[src/rtl/pport_pkg.sv]
// Package: register selects and control bit positions for the parallel port.
// Assumes a 4-bit select and a byte-wide control layout.
package pport_pkg;
    localparam int SEL_W = 4;

    localparam logic [SEL_W-1:0] SEL_GCTL  = 4'd0;
    localparam logic [SEL_W-1:0] SEL_SREQ  = 4'd1;
    localparam logic [SEL_W-1:0] SEL_ADIR  = 4'd2;
    localparam logic [SEL_W-1:0] SEL_BDIR  = 4'd3;
    localparam logic [SEL_W-1:0] SEL_ACTL  = 4'd4;
    localparam logic [SEL_W-1:0] SEL_BCTL  = 4'd5;
    localparam logic [SEL_W-1:0] SEL_ADATA = 4'd6;
    localparam logic [SEL_W-1:0] SEL_BDATA = 4'd7;
    localparam logic [SEL_W-1:0] SEL_ARAW  = 4'd8;
    localparam logic [SEL_W-1:0] SEL_BRAW  = 4'd9;
    localparam logic [SEL_W-1:0] SEL_STAT  = 4'd10;

    localparam int CTL_DIR_BIT = 5;   // 1: H2 driven
    localparam int CTL_SUB_HI  = 7;   // submode upper bit
    localparam int CTL_SEL_HI  = 4;
    localparam int CTL_SEL_LO  = 3;
    localparam int STAT_H2S    = 1;
endpackage

[src/rtl/pport_lane.sv]
// Module: one parallel port lane (direction register, data register, readback).
// Assumes the writes are already decoded. CLEAR_DATA picks whether reset
// clears the data register or leaves it untouched.
module pport_lane #(
    parameter int W          = 8,
    parameter bit CLEAR_DATA = 1'b1
) (
    input  logic         clk,
    input  logic         rst_n,
    input  logic         wr_dir,
    input  logic         wr_data,
    input  logic [W-1:0] wdata,
    input  logic [W-1:0] pin_in,
    output logic [W-1:0] dir_q,
    output logic [W-1:0] pin_out,
    output logic [W-1:0] pin_oe,
    output logic [W-1:0] rd_val
);
    logic [W-1:0] data_q;

    // Direction register, cleared by reset.
    always_ff @(posedge clk) begin
        if (!rst_n)      dir_q <= '0;
        else if (wr_dir) dir_q <= wdata;
    end

    // Data register: the reset behaviour is chosen per instance.
    generate
        if (CLEAR_DATA) begin : g_clr
            always_ff @(posedge clk) begin
                if (!rst_n)       data_q <= '0;
                else if (wr_data) data_q <= wdata;
            end
        end else begin : g_keep
            always_ff @(posedge clk) begin
                if (wr_data) data_q <= wdata;
            end
        end
    endgenerate

    // Pin drive and mixed readback.
    always_comb begin
        pin_out = data_q;
        pin_oe  = dir_q;
        rd_val  = (dir_q & data_q) | (~dir_q & pin_in);
    end

    assert_dir_to_oe_R1: assert property (@(posedge clk) disable iff (!rst_n)
        wr_dir |=> (pin_oe == $past(wdata)));
endmodule

[src/rtl/pport_h2ctl.sv]
// Module: port A control register, H2 pin function decode and H2S flag.
// Assumes h2_in is already synchronous to clk. The previous H2 level is
// sampled every cycle, so an edge is "high now, low one clock earlier".
module pport_h2ctl
    import pport_pkg::*;
#(
    parameter int W = 8
) (
    input  logic         clk,
    input  logic         rst_n,
    input  logic         wr_ctl,
    input  logic         wr_stat,
    input  logic [W-1:0] wdata,
    input  logic         h2_in,
    output logic [W-1:0] ctl_q,
    output logic         h2s,
    output logic         h2_out,
    output logic         h2_oe
);
    logic h2_prev;
    logic h2_rise;

    // Control register, cleared by reset.
    always_ff @(posedge clk) begin
        if (!rst_n)      ctl_q <= '0;
        else if (wr_ctl) ctl_q <= wdata;
    end

    // Previous H2 level for edge detection.
    always_ff @(posedge clk) begin
        h2_prev <= h2_in;
    end

    assign h2_rise = h2_in & ~h2_prev;

    // H2S: forced clear in output mode, set on an edge, cleared by writing 1.
    always_ff @(posedge clk) begin
        if (!rst_n)                               h2s <= 1'b0;
        else if (ctl_q[CTL_DIR_BIT])              h2s <= 1'b0;
        else if (h2_rise)                         h2s <= 1'b1;
        else if (wr_stat && wdata[STAT_H2S])      h2s <= 1'b0;
    end

    // H2 pin function decode from the submode and the select bits.
    always_comb begin
        h2_oe = ctl_q[CTL_DIR_BIT];
        if (!ctl_q[CTL_DIR_BIT])
            h2_out = 1'b0;
        else if (ctl_q[CTL_SUB_HI])
            h2_out = ctl_q[CTL_SEL_LO];
        else
            h2_out = ctl_q[CTL_SEL_HI] | ctl_q[CTL_SEL_LO];
    end

    assert_h2s_forced_R7: assert property (@(posedge clk) disable iff (!rst_n)
        ctl_q[CTL_DIR_BIT] |=> !h2s);
    assert_h2s_edge_R3: assert property (@(posedge clk) disable iff (!rst_n)
        (!ctl_q[CTL_DIR_BIT] && h2_in && !h2_prev) |=> h2s);
    assert_h2s_clear_R4: assert property (@(posedge clk) disable iff (!rst_n)
        (h2s && !h2_rise && wr_stat && wdata[STAT_H2S]) |=> !h2s);
endmodule

[src/rtl/pport_top.sv]
// Module: parallel port top with register decode, status assembly and read mux.
// Assumes single-cycle write and read strobes. Read data is registered
// on the edge that samples rd_en.
module pport_top
    import pport_pkg::*;
#(
    parameter int W = 8
) (
    input  logic             clk,
    input  logic             rst_n,
    input  logic [SEL_W-1:0] sel,
    input  logic             wr_en,
    input  logic             rd_en,
    input  logic [W-1:0]     wdata,
    output logic [W-1:0]     rdata,
    input  logic [W-1:0]     pa_pin_in,
    output logic [W-1:0]     pa_pin_out,
    output logic [W-1:0]     pa_pin_oe,
    input  logic [W-1:0]     pb_pin_in,
    output logic [W-1:0]     pb_pin_out,
    output logic [W-1:0]     pb_pin_oe,
    input  logic             h1_in,
    input  logic             h2_in,
    output logic             h2_out,
    output logic             h2_oe,
    input  logic             h3_in,
    input  logic             h4_in
);
    logic [W-1:0] gctl_q, sreq_q, bctl_q;
    logic [W-1:0] a_dir, b_dir, a_rd, b_rd, a_ctl;
    logic [W-1:0] status, rd_mux;
    logic         h2s, h2_level;

    // Storage-only registers.
    always_ff @(posedge clk) begin
        if (!rst_n) begin
            gctl_q <= '0;
            sreq_q <= '0;
            bctl_q <= '0;
        end else if (wr_en) begin
            if (sel == SEL_GCTL) gctl_q <= wdata;
            if (sel == SEL_SREQ) sreq_q <= wdata;
            if (sel == SEL_BCTL) bctl_q <= wdata;
        end
    end

    pport_lane #(.W(W), .CLEAR_DATA(1'b1)) u_lane_a (
        .clk(clk), .rst_n(rst_n),
        .wr_dir(wr_en && sel == SEL_ADIR), .wr_data(wr_en && sel == SEL_ADATA),
        .wdata(wdata), .pin_in(pa_pin_in), .dir_q(a_dir),
        .pin_out(pa_pin_out), .pin_oe(pa_pin_oe), .rd_val(a_rd)
    );

    pport_lane #(.W(W), .CLEAR_DATA(1'b0)) u_lane_b (
        .clk(clk), .rst_n(rst_n),
        .wr_dir(wr_en && sel == SEL_BDIR), .wr_data(wr_en && sel == SEL_BDATA),
        .wdata(wdata), .pin_in(pb_pin_in), .dir_q(b_dir),
        .pin_out(pb_pin_out), .pin_oe(pb_pin_oe), .rd_val(b_rd)
    );

    pport_h2ctl #(.W(W)) u_h2 (
        .clk(clk), .rst_n(rst_n),
        .wr_ctl(wr_en && sel == SEL_ACTL), .wr_stat(wr_en && sel == SEL_STAT),
        .wdata(wdata), .h2_in(h2_in), .ctl_q(a_ctl), .h2s(h2s),
        .h2_out(h2_out), .h2_oe(h2_oe)
    );

    // Status byte: live handshake levels high, flags low.
    always_comb begin
        h2_level = h2_oe ? h2_out : h2_in;
        status   = '0;
        status[7] = h4_in;
        status[6] = h3_in;
        status[5] = h2_level;
        status[4] = h1_in;
        status[STAT_H2S] = h2s;
        status[0] = h1_in;
    end

    // Read select mux.
    always_comb begin
        case (sel)
            SEL_GCTL:  rd_mux = gctl_q;
            SEL_SREQ:  rd_mux = sreq_q;
            SEL_ADIR:  rd_mux = a_dir;
            SEL_BDIR:  rd_mux = b_dir;
            SEL_ACTL:  rd_mux = a_ctl;
            SEL_BCTL:  rd_mux = bctl_q;
            SEL_ADATA: rd_mux = a_rd;
            SEL_BDATA: rd_mux = b_rd;
            SEL_ARAW:  rd_mux = pa_pin_in;
            SEL_BRAW:  rd_mux = pb_pin_in;
            SEL_STAT:  rd_mux = status;
            default:   rd_mux = '0;
        endcase
    end

    // Registered read data, held between reads.
    always_ff @(posedge clk) begin
        if (!rst_n)     rdata <= '0;
        else if (rd_en) rdata <= rd_mux;
    end

    assert_raw_write_R10: assert property (@(posedge clk) disable iff (!rst_n)
        (wr_en && (sel == SEL_ARAW || sel == SEL_BRAW)) |=>
        ($stable(pa_pin_out) && $stable(pa_pin_oe) && $stable(pb_pin_out) && $stable(pb_pin_oe)));
    assert_rdata_hold_R12: assert property (@(posedge clk) disable iff (!rst_n)
        (!rd_en && $past(rst_n)) |=> $stable(rdata));
endmodule

[config.mk]
export PLATFORM = sky130hd
export DESIGN_NAME = pport_top
export DESIGN_NICKNAME = d
export VERILOG_FILES = /design/src/rtl/pport_pkg.sv /design/src/rtl/pport_lane.sv /design/src/rtl/pport_h2ctl.sv /design/src/rtl/pport_top.sv
export SDC_FILE = /design/constraint.sdc
export NUM_CORES = 1
export LEC_CHECK = 0
export ABC_CLOCK_PERIOD_IN_PS = 3800
export BUFFER_PORTS_ARGS = -buffer_cell sky130_fd_sc_hd__buf_2
export CORE_ASPECT_RATIO = 1.1
export CORE_MARGIN = 8
export CORE_UTILIZATION = 28
export CTS_BUF_LIST = sky130_fd_sc_hd__clkbuf_8 sky130_fd_sc_hd__clkbuf_16
export DETAILED_ROUTE_END_ITERATION = 10
export PLACE_DENSITY = 0.47
export SKIP_LAST_GASP = 1
export SLEW_MARGIN = 0
export SYNTH_ARGS = -nofsm -noshare
export SYNTH_HDL_FRONTEND = slang
export SYNTH_SLANG_ARGS = --single-unit
export TNS_END_PERCENT = 20
[constraint.sdc]
create_clock -name clk -period 3.8 [get_ports clk]
set_input_delay 0.57 -clock clk [delete_from_list [all_inputs] [get_ports clk]]
set_output_delay 0.57 -clock clk [all_outputs]
set_load 0.01 [all_outputs]
After elaboration in Yosys (flattened, before gate mapping). Cells that the tools add are included.

Word-level logic and storage cells: 52. Bits of input ports: 36. Latch bits: 0. Register bits after elaboration: 74. RAM bits: 0. Output and inout port bits: 42. Memories: 0. Memory bits (read-only): 0.

Equality and inequality tests: 10. Shifts and indexed selects: 0. Bitwise operators: 12. Muxes and demuxes: 6. Multiply operators: 0. Div/mod/pow operators: 0. Add/sub/neg operators: 0. Reduce and logical (&&, ||, !) cells: 13. $lt $le $gt $ge: 0.

Operator list (count): $pmux W8 S11 (1); $and A8 B8 Y8 (4); $eq A4 B3 Y1 const B (4); $not A8 Y8 (2); $or A8 B8 Y8 (2); $eq A4 B4 Y1 const B (3); $eq A4 B2 Y1 const B (2); $logic_and A1 B1 Y1 (7); $reduce_and A2 Y1 (3); $mux W1 (5); $eq A4 B1 Y1 const B (1); $logic_not A4 Y1 (1); $not A1 Y1 (2); $reduce_bool A2 Y1 (1); $reduce_or A2 Y1 (1); $and A1 B1 Y1 (1); $or A1 B1 Y1 (1).

Longest topological paths before layout. Gate-level depths: netlist of the first run.

Depth in word-level cells: 5. Gate-level depth with buffers: 7. Mapped depth without buffers: 5.

By module. A second synthesis of the first run with hierarchy kept.

Cell total of the unflattened synthesis: 402. Area total of the unflattened synthesis: 4106.4 µm².

Modules (own cells, without submodules): pport_top (times used 1, area each 2265.9 µm², cells each 252, seq. area each 640.6 µm²); pport_lane (u_lane_a) (times used 1, area each 758.2 µm², cells each 67, seq. area each 320.3 µm²); pport_lane (u_lane_b) (times used 1, area each 691.9 µm², cells each 49, seq. area each 400.4 µm²); pport_h2ctl (times used 1, area each 390.4 µm², cells each 34, seq. area each 200.2 µm²).

Worst setup path after synthesis of the first run. OpenSTA, ideal clock, no wires.

Path kind: input to register. From: input port sel[3]. To: register u_lane_b.data_q[0] (netlist: u_lane_b.pin_out[0]) (enable). Data required time: 3.430 ns. Stages: 5. Buffers on the path: 2. Path slack: 1.876 ns. Library setup time: 0.370 ns. Arrival: 1.554 ns. Cells stage by stage: buf_4 nor2b_1 buf_2 nand3_1 nor2_1.

Word-level cells in the longest chain between the ends: 2.

Ends and longest elaborated chain: start, declared (RTL line pport_top.sv:11) `input logic [SEL_W-1:0] sel,`; $eq A4 B3 Y1 (RTL line pport_top.sv:56) `.wr_dir(wr_en && sel == SEL_BDIR), .wr_data(wr_en && sel == SEL_BDATA),`; $logic_and A1 B1 Y1 (RTL line pport_top.sv:56); named net u_lane_b.wr_data (RTL line pport_lane.sv:11) `input logic wr_data,`; end signal, assigned (RTL line pport_lane.sv:36) `if (wr_data) data_q <= wdata;`; end, declared (RTL line pport_lane.sv:19) `logic [W-1:0] data_q;`.

The timed path passes the listed nets, and every way through them passes these cells. A chain may end at the register's enable or synchronous reset.

Final worst setup path of the first run.
From: input port sel[3]. To: register u_lane_b.data_q[6] (netlist: u_lane_b.pin_out[6]) (enable).

The elaborated chain is that of the path after synthesis.

==> flow_metrics.py, run 1 <==
metrics = {
    "status": {
        "status": "finished, final reports clean",
    },
    "layout": {
        "final_cell_mix": "buf_2 (77), dfxtp_1 (66), mux2i_1 (47)",
        "fin_cells": 676,
        "area_growth_syn_to_layout_pct": 21.6,
        "fillers": 1392,
        "multi_input_area_um2": 2080,
        "n_antenna_cell": 0,
        "final_common_cell": "buf_2",
        "num-nets-final": 523,
        "layout.area.seq_um2": 1560,
        "drive_above_1_share": 0.226,
    },
    "min_path": {
        "hold_class": "input port to register",
        "whs_path_depth": 1,
    },
    "place": {
        "dp_hpwl_mm": 9.93,
        "gp_congestion": 0.905,
        "numPortBuffers": 77,
        "dp.cells": 660,
    },
    "worst_setup_path": {
        "cp.arrival_ns": 2.50,
        "cp-start-kind": "input port",
        "cp_top_family": "simple AND/OR/NAND/NOR gates",
        "end_kind": "register",
        "crit_path_cell_trace": "buf_2, nor2b_1, nand3_1, nor2_1",
        "critPathMaxStageDelay_ns": 0.68,
        "worstSetupPathDepth": 4,
        "criticalPathCategory": "input port to register",
        "cp.required_ns": 3.77,
        "cp_max_fo": 27,
        "ff2ff_path_depth": 4,
        "worst-path-buf-inv": 1,
        "slowest_stage": "nor2_1",
    },
    "sta": {
        "fin_skew_ns": 0.00860,
        "max_freq_mhz": 395,
        "whs_ns": 0.369,
        "fin_crit_sh": 0.666,
        "final_hold_viol_count": 0,
        "rsz0062_at_grt": "no",
        "slew_headroom": 0.312,
        "post-route-min-period_ns": 2.53,
        "tns_ns": 0,
        "slew_viol_final": 0,
        "worst_pin_slew_ns": 1.03,
        "setup_violations": 0,
    },
    "global_route": {
        "grt_pass1_wl_mm": 21.0,
        "grt_overflow": 0,
        "grt_start_max_net_pins": 67,
        "antenna_found_initial": 0,
        "grt_util_all_layers": 0.156,
        "grt_pass1_vias": 3483,
    },
    "floorplan": {
        "rows": 44,
        "core-area_um2": 13300,
        "die_h_um": 138,
        "initial_utilization": 0.287,
        "num_io_pins": 78,
        "dieArea_um2": 17600,
        "chipWidth_um": 127,
    },
    "power": {
        "power_density_nw_per_um2": 416,
        "power.leakage_nw": 1.70,
        "peakVddDrop_mv": 0.196,
        "p_total_mw": 1.93,
    },
    "job": {
        "maxCapViolCount": 0,
    },
    "synthesis": {
        "ys_seq_elements": 74,
        "ys_warn_count": 0,
        "synth_nets": 460,
        "async_flop_share": 0,
        "synth_area_um2": 3810,
        "ys_seq_area_frac": 0.410,
        "syn-instance-count": 424,
        "synth_edf_count": 8,
        "synth_cell_types": 44,
        "synthFlopType": "dfxtp_1",
        "syn_avg_cell_area_um2": 8.99,
    },
    "clock_network": {
        "cts_tree": "done",
        "clock_path_buffers": 2,
        "postCtsHoldBufs": 0,
        "clk_pin_slew_ns": 0.06,
        "clk_latency_ns": 0.34,
        "cts_setup_buffers": 0,
        "htreeDepth": 3,
        "clock_sink_count": 74,
        "post_cts_resized": 0,
        "clock_tree.root_cell": "clkbuf_16",
        "cts_buffers": 9,
    },
    "route": {
        "drt_wl_total_mm": 13.9,
        "drtPass1Iterations": 5,
        "post_drt_via_cell_ratio": 5.10,
        "drc": 0,
        "num_vias": 3447,
        "drtIter0Drc": 233,
        "ant_nets": 0,
        "wl_per_cell_um": 20.5,
    },
}
==> report_power, final <==
group          total, mW  internal, mW  leakage [nW]  switching, mW
Clock              0.930         0.589         0.164          0.340
Sequential         0.811         0.802         0.606        0.00947
Combinational      0.186        0.0652         0.929          0.121
Total               1.93          1.46          1.70          0.470
==> worst reg2reg max path, stage by stage (launching register included) <==
cell and delay (ns):
dfxtp_1 0.41, mux2_2 0.38, a32o_1 0.20, nor4_1 0.27
o22ai_1 0.13
==> registers in the layout (all words and copies together), names as in the netlist, 8 cells and up <==
register          cells
bctl_q                8
gctl_q                8
rdata                 8
sreq_q                8
u_h2.ctl_q            8
u_lane_a.dir_q        8
u_lane_a.pin_out      8
u_lane_b.dir_q        8
u_lane_b.pin_out      8
==> layout make-up <==
class,instances,area share
timing repair buffer,82,0.0912
clock inverter,6,0.0178
clock buffer,10,0.0516
tap,184,0.0497
inverter,6,0.00486
sequential,74,0.337
multi-input combinational,314,0.448
==> cells in the mapped netlist, drive strengths merged, types with 6 or more instances <==
| cell | instances | area, µm² |
|---|---|---|
| nor2 | 16 | 62.6 |
| a21oi | 17 | 85.1 |
| mux2 | 9 | 101 |
| inv | 6 | 22.5 |
| nand2 | 44 | 165 |
| a31oi | 7 | 43.8 |
| nand3 | 37 | 185 |
| nor2b | 46 | 288 |
| edfxtp | 8 | 240 |
| mux2i | 47 | 470 |
| dfxtp | 66 | 1320 |
| a21boi | 26 | 199 |
| clkbuf | 12 | 45.0 |
| buf | 18 | 111 |
| nor3b | 6 | 45.0 |
| nor3 | 7 | 35.0 |
| nor4 | 6 | 52.6 |
| o21ai | 13 | 65.1 |
==> cell families (layout without fill, tap and decap cells) <==
logic type | after synthesis | count (layout) | synth area share
and+or+nand+nor | 172 | 172 | 0.236
buffers and inverters | 36 | 104 | 0.0469
muxes | 57 | 57 | 0.156
AOI/OAI and AO/OA | 85 | 85 | 0.152
DFF | 74 | 74 | 0.410
==> metal layers <==
layer | track usage | vias to the layer above | share of wire
li1 | - | 1648 | -
met4 | 0.0715 | 0 | 0.029
met2 | 0.254 | 108 | 0.49
met5 | 0 | - | 0
met3 | 0.0281 | 24 | 0.045
met1 | 0.195 | 1667 | 0.44
==> worst paths after layout <==
path / start / endpoint / slack, ns
setup / recovery: sel[3] / u_lane_b.pin_out[6] / 1.27
hold / removal: h2_in / u_h2.h2_prev / 0.37
setup reg to reg: u_lane_a.dir_q[2] / rdata[2] / 2.29
hold reg to reg: gctl_q[3] / gctl_q[3] / 0.47
==> metrics by stage <==
step	utilization	instance area [µm²]	worst slack [ns]
final	0.349	4640	1.27
after global routing	0.349	4640	1.17
after detailed placement	0.325	4310	0.979
after floorplan	-	3810	1.88
after CTS	0.349	4640	1.33
after global placement	0.325	4310	1.16
Power figures use the tool's default switching activity.
==> inputs of run 2 (changes only) <==
--- a/config.mk
+++ b/config.mk
@@ -5,7 +5,7 @@
 export SDC_FILE = /design/constraint.sdc
 export NUM_CORES = 1
 export LEC_CHECK = 0
-export ABC_CLOCK_PERIOD_IN_PS = 3800
+export ABC_CLOCK_PERIOD_IN_PS = 2580
 export BUFFER_PORTS_ARGS = -buffer_cell sky130_fd_sc_hd__buf_2
 export CORE_ASPECT_RATIO = 1.1
 export CORE_MARGIN = 8
==> constraint.sdc (replaced) <==
create_clock -name clk -period 2.58 [get_ports clk]
set_input_delay 0.387 -clock clk [delete_from_list [all_inputs] [get_ports clk]]
set_output_delay 0.387 -clock clk [all_outputs]
set_load 0.01 [all_outputs]
==> run 2 against run 1 <==
  * Count of clock-buffer cells in the layout unchanged
  * Clock skew shrank 0.0025 ns
  * Design area rose by 0.59%
  * Power is 42% higher
  * Via count grew 1.4%
  * Core utilization is 0.21 points higher
  * Flip-flop and latch count is the same
  * Largest cell class unchanged
  * Largest power group unchanged
==> flow_metrics.py, run 2 (synthesis results as in run 1) <==
metrics = {
    "route": {
        "num_vias": 3495,
        "drtPass1Iterations": 4,
        "post_drt_via_cell_ratio": 5.12,
        "drc": 0,
        "drtIter0Drc": 328,
        "wl_per_cell_um": 20.7,
        "ant_nets": 0,
        "drt_wl_total_mm": 14.1,
    },
    "floorplan": {
        "rows": 44,
        "num_io_pins": 78,
        "die_h_um": 138,
        "core-area_um2": 13300,
        "dieArea_um2": 17600,
        "initial_utilization": 0.287,
        "chipWidth_um": 127,
    },
    "job": {
        "maxCapViolCount": 0,
    },
    "sta": {
        "worst_pin_slew_ns": 0.616,
        "slew_viol_final": 0,
        "setup_violations": 0,
        "tns_ns": 0,
        "rsz0062_at_grt": "no",
        "fin_crit_sh": 0.692,
        "final_hold_viol_count": 0,
        "max_freq_mhz": 560,
        "slew_headroom": 0.589,
        "post-route-min-period_ns": 1.78,
        "fin_skew_ns": 0.00608,
    },
    "power": {
        "power_density_nw_per_um2": 586,
        "peakVddDrop_mv": 0.284,
        "power.leakage_nw": 1.72,
    },
    "place": {
        "numPortBuffers": 77,
        "dp_hpwl_mm": 10.3,
        "gp_congestion": 0.850,
    },
    "status": {
        "status": "finished, final reports clean",
    },
    "worst_setup_path": {
        "crit_path_cell_trace": "buf_2, mux2_2, a221oi_1, a211oi_1, a31oi_1, a31oi_1",
        "cp_top_family": "compound AO/OA/AOI/OAI gates",
        "cp-start-kind": "input port",
        "critPathMaxStageDelay_ns": 0.55,
        "cp.arrival_ns": 2.00,
        "crit_top_cell": "a31oi_1",
        "cp.required_ns": 2.79,
        "criticalPathCategory": "input port to register",
        "cp_max_fo": 15,
        "end_kind": "register",
        "worst-path-buf-inv": 1,
        "slowest_stage": "a221oi_1",
    },
    "layout": {
        "drive_above_1_share": 0.236,
        "n_antenna_cell": 0,
        "area_growth_syn_to_layout_pct": 22.3,
        "utilization": 0.351,
        "final_cell_mix": "buf_2 (77), dfxtp_1 (66), mux2i_1 (47)",
        "final_common_cell": "buf_2",
        "num-nets-final": 530,
    },
    "clock_network": {
        "clk_latency_ns": 0.34,
        "cts_buffers": 9,
        "clock_path_buffers": 2,
        "post_cts_resized": 0,
        "cts_tree": "done",
        "clk_pin_slew_ns": 0.06,
        "htreeDepth": 3,
        "cts_setup_buffers": 0,
        "clock_tree.root_cell": "clkbuf_16",
        "clock_sink_count": 74,
        "postCtsHoldBufs": 0,
    },
    "global_route": {
        "antenna_found_initial": 0,
        "grt_util_all_layers": 0.161,
        "grt_pass1_wl_mm": 21.6,
        "grt_pass1_vias": 3611,
        "grt_overflow": 0,
        "grt_start_max_net_pins": 47,
    },
    "min_path": {
        "hold_class": "input port to register",
    },
}
-- run 2: cell count changes in the layout (fill, tap and decap cells not counted) --
cell / previous run / this run
clkinv_2: 2 / 3
buf_4: 5 / 12
bufinv_16: 2 / 1
-- run 2: per-layer routing --
metal	up-vias	GRT usage	part of all wire	routed length [µm]
met5	-	0	0	0
met4	0	0.0903	0.040	562
met3	29	0.0288	0.042	599
met2	99	0.260	0.47	6700
met1	1703	0.196	0.44	6260
li1	1664	-	-	-
-- run 2: layout make-up --
| type | instances | area [µm²] |
|---|---|---|
| inverter | 6 | 22.5 |
| fill | 1405 | 8600 |
| multi-input combinational | 314 | 2080 |
| clock buffer | 10 | 239 |
| clock inverter | 6 | 57.6 |
| sequential | 74 | 1560 |
| tap | 184 | 230 |
| timing repair buffer | 89 | 475 |
-- run 2: path summary, 6_finish.rpt --
path	startpoint	endpoint	slack, ns	cells past startpoint
max	sel[2]	rdata[7]	0.80	6
min	h2_in	u_h2.h2_prev	0.18	1
max reg2reg	bctl_q[7]	rdata[7]	0.95	5
min reg2reg	gctl_q[0]	gctl_q[0]	0.46	2
-- run 2: where the power goes --
part           total (mW)  switching (mW)  internal [mW]  leakage, nW
combinational       0.283           0.182          0.101        0.965
sequential           1.20          0.0142           1.18        0.606
clock                1.25           0.485          0.768        0.153
-- run 2: metrics by stage --
stage,setup slack (ns),cells,cell area (µm²),hold slack [ns],power [mW]
final,0.795,683,4660,0.182,2.73
after global routing,0.722,683,4660,0.183,2.83
after CTS,0.874,683,4660,0.173,2.76
after detailed placement,0.524,667,4370,0.455,1.50
after global placement,0.548,667,4370,0.453,1.50
after floorplan,0.839,424,3810,0.415,1.38
-- run 2: worst register-to-register path, stage by stage, from the launching register on --
cell,delay (ns)
dfxtp_1,0.31
mux2_2,0.27
a221oi_1,0.55
a211oi_1,0.10
a31oi_1,0.17
a31oi_1,0.10
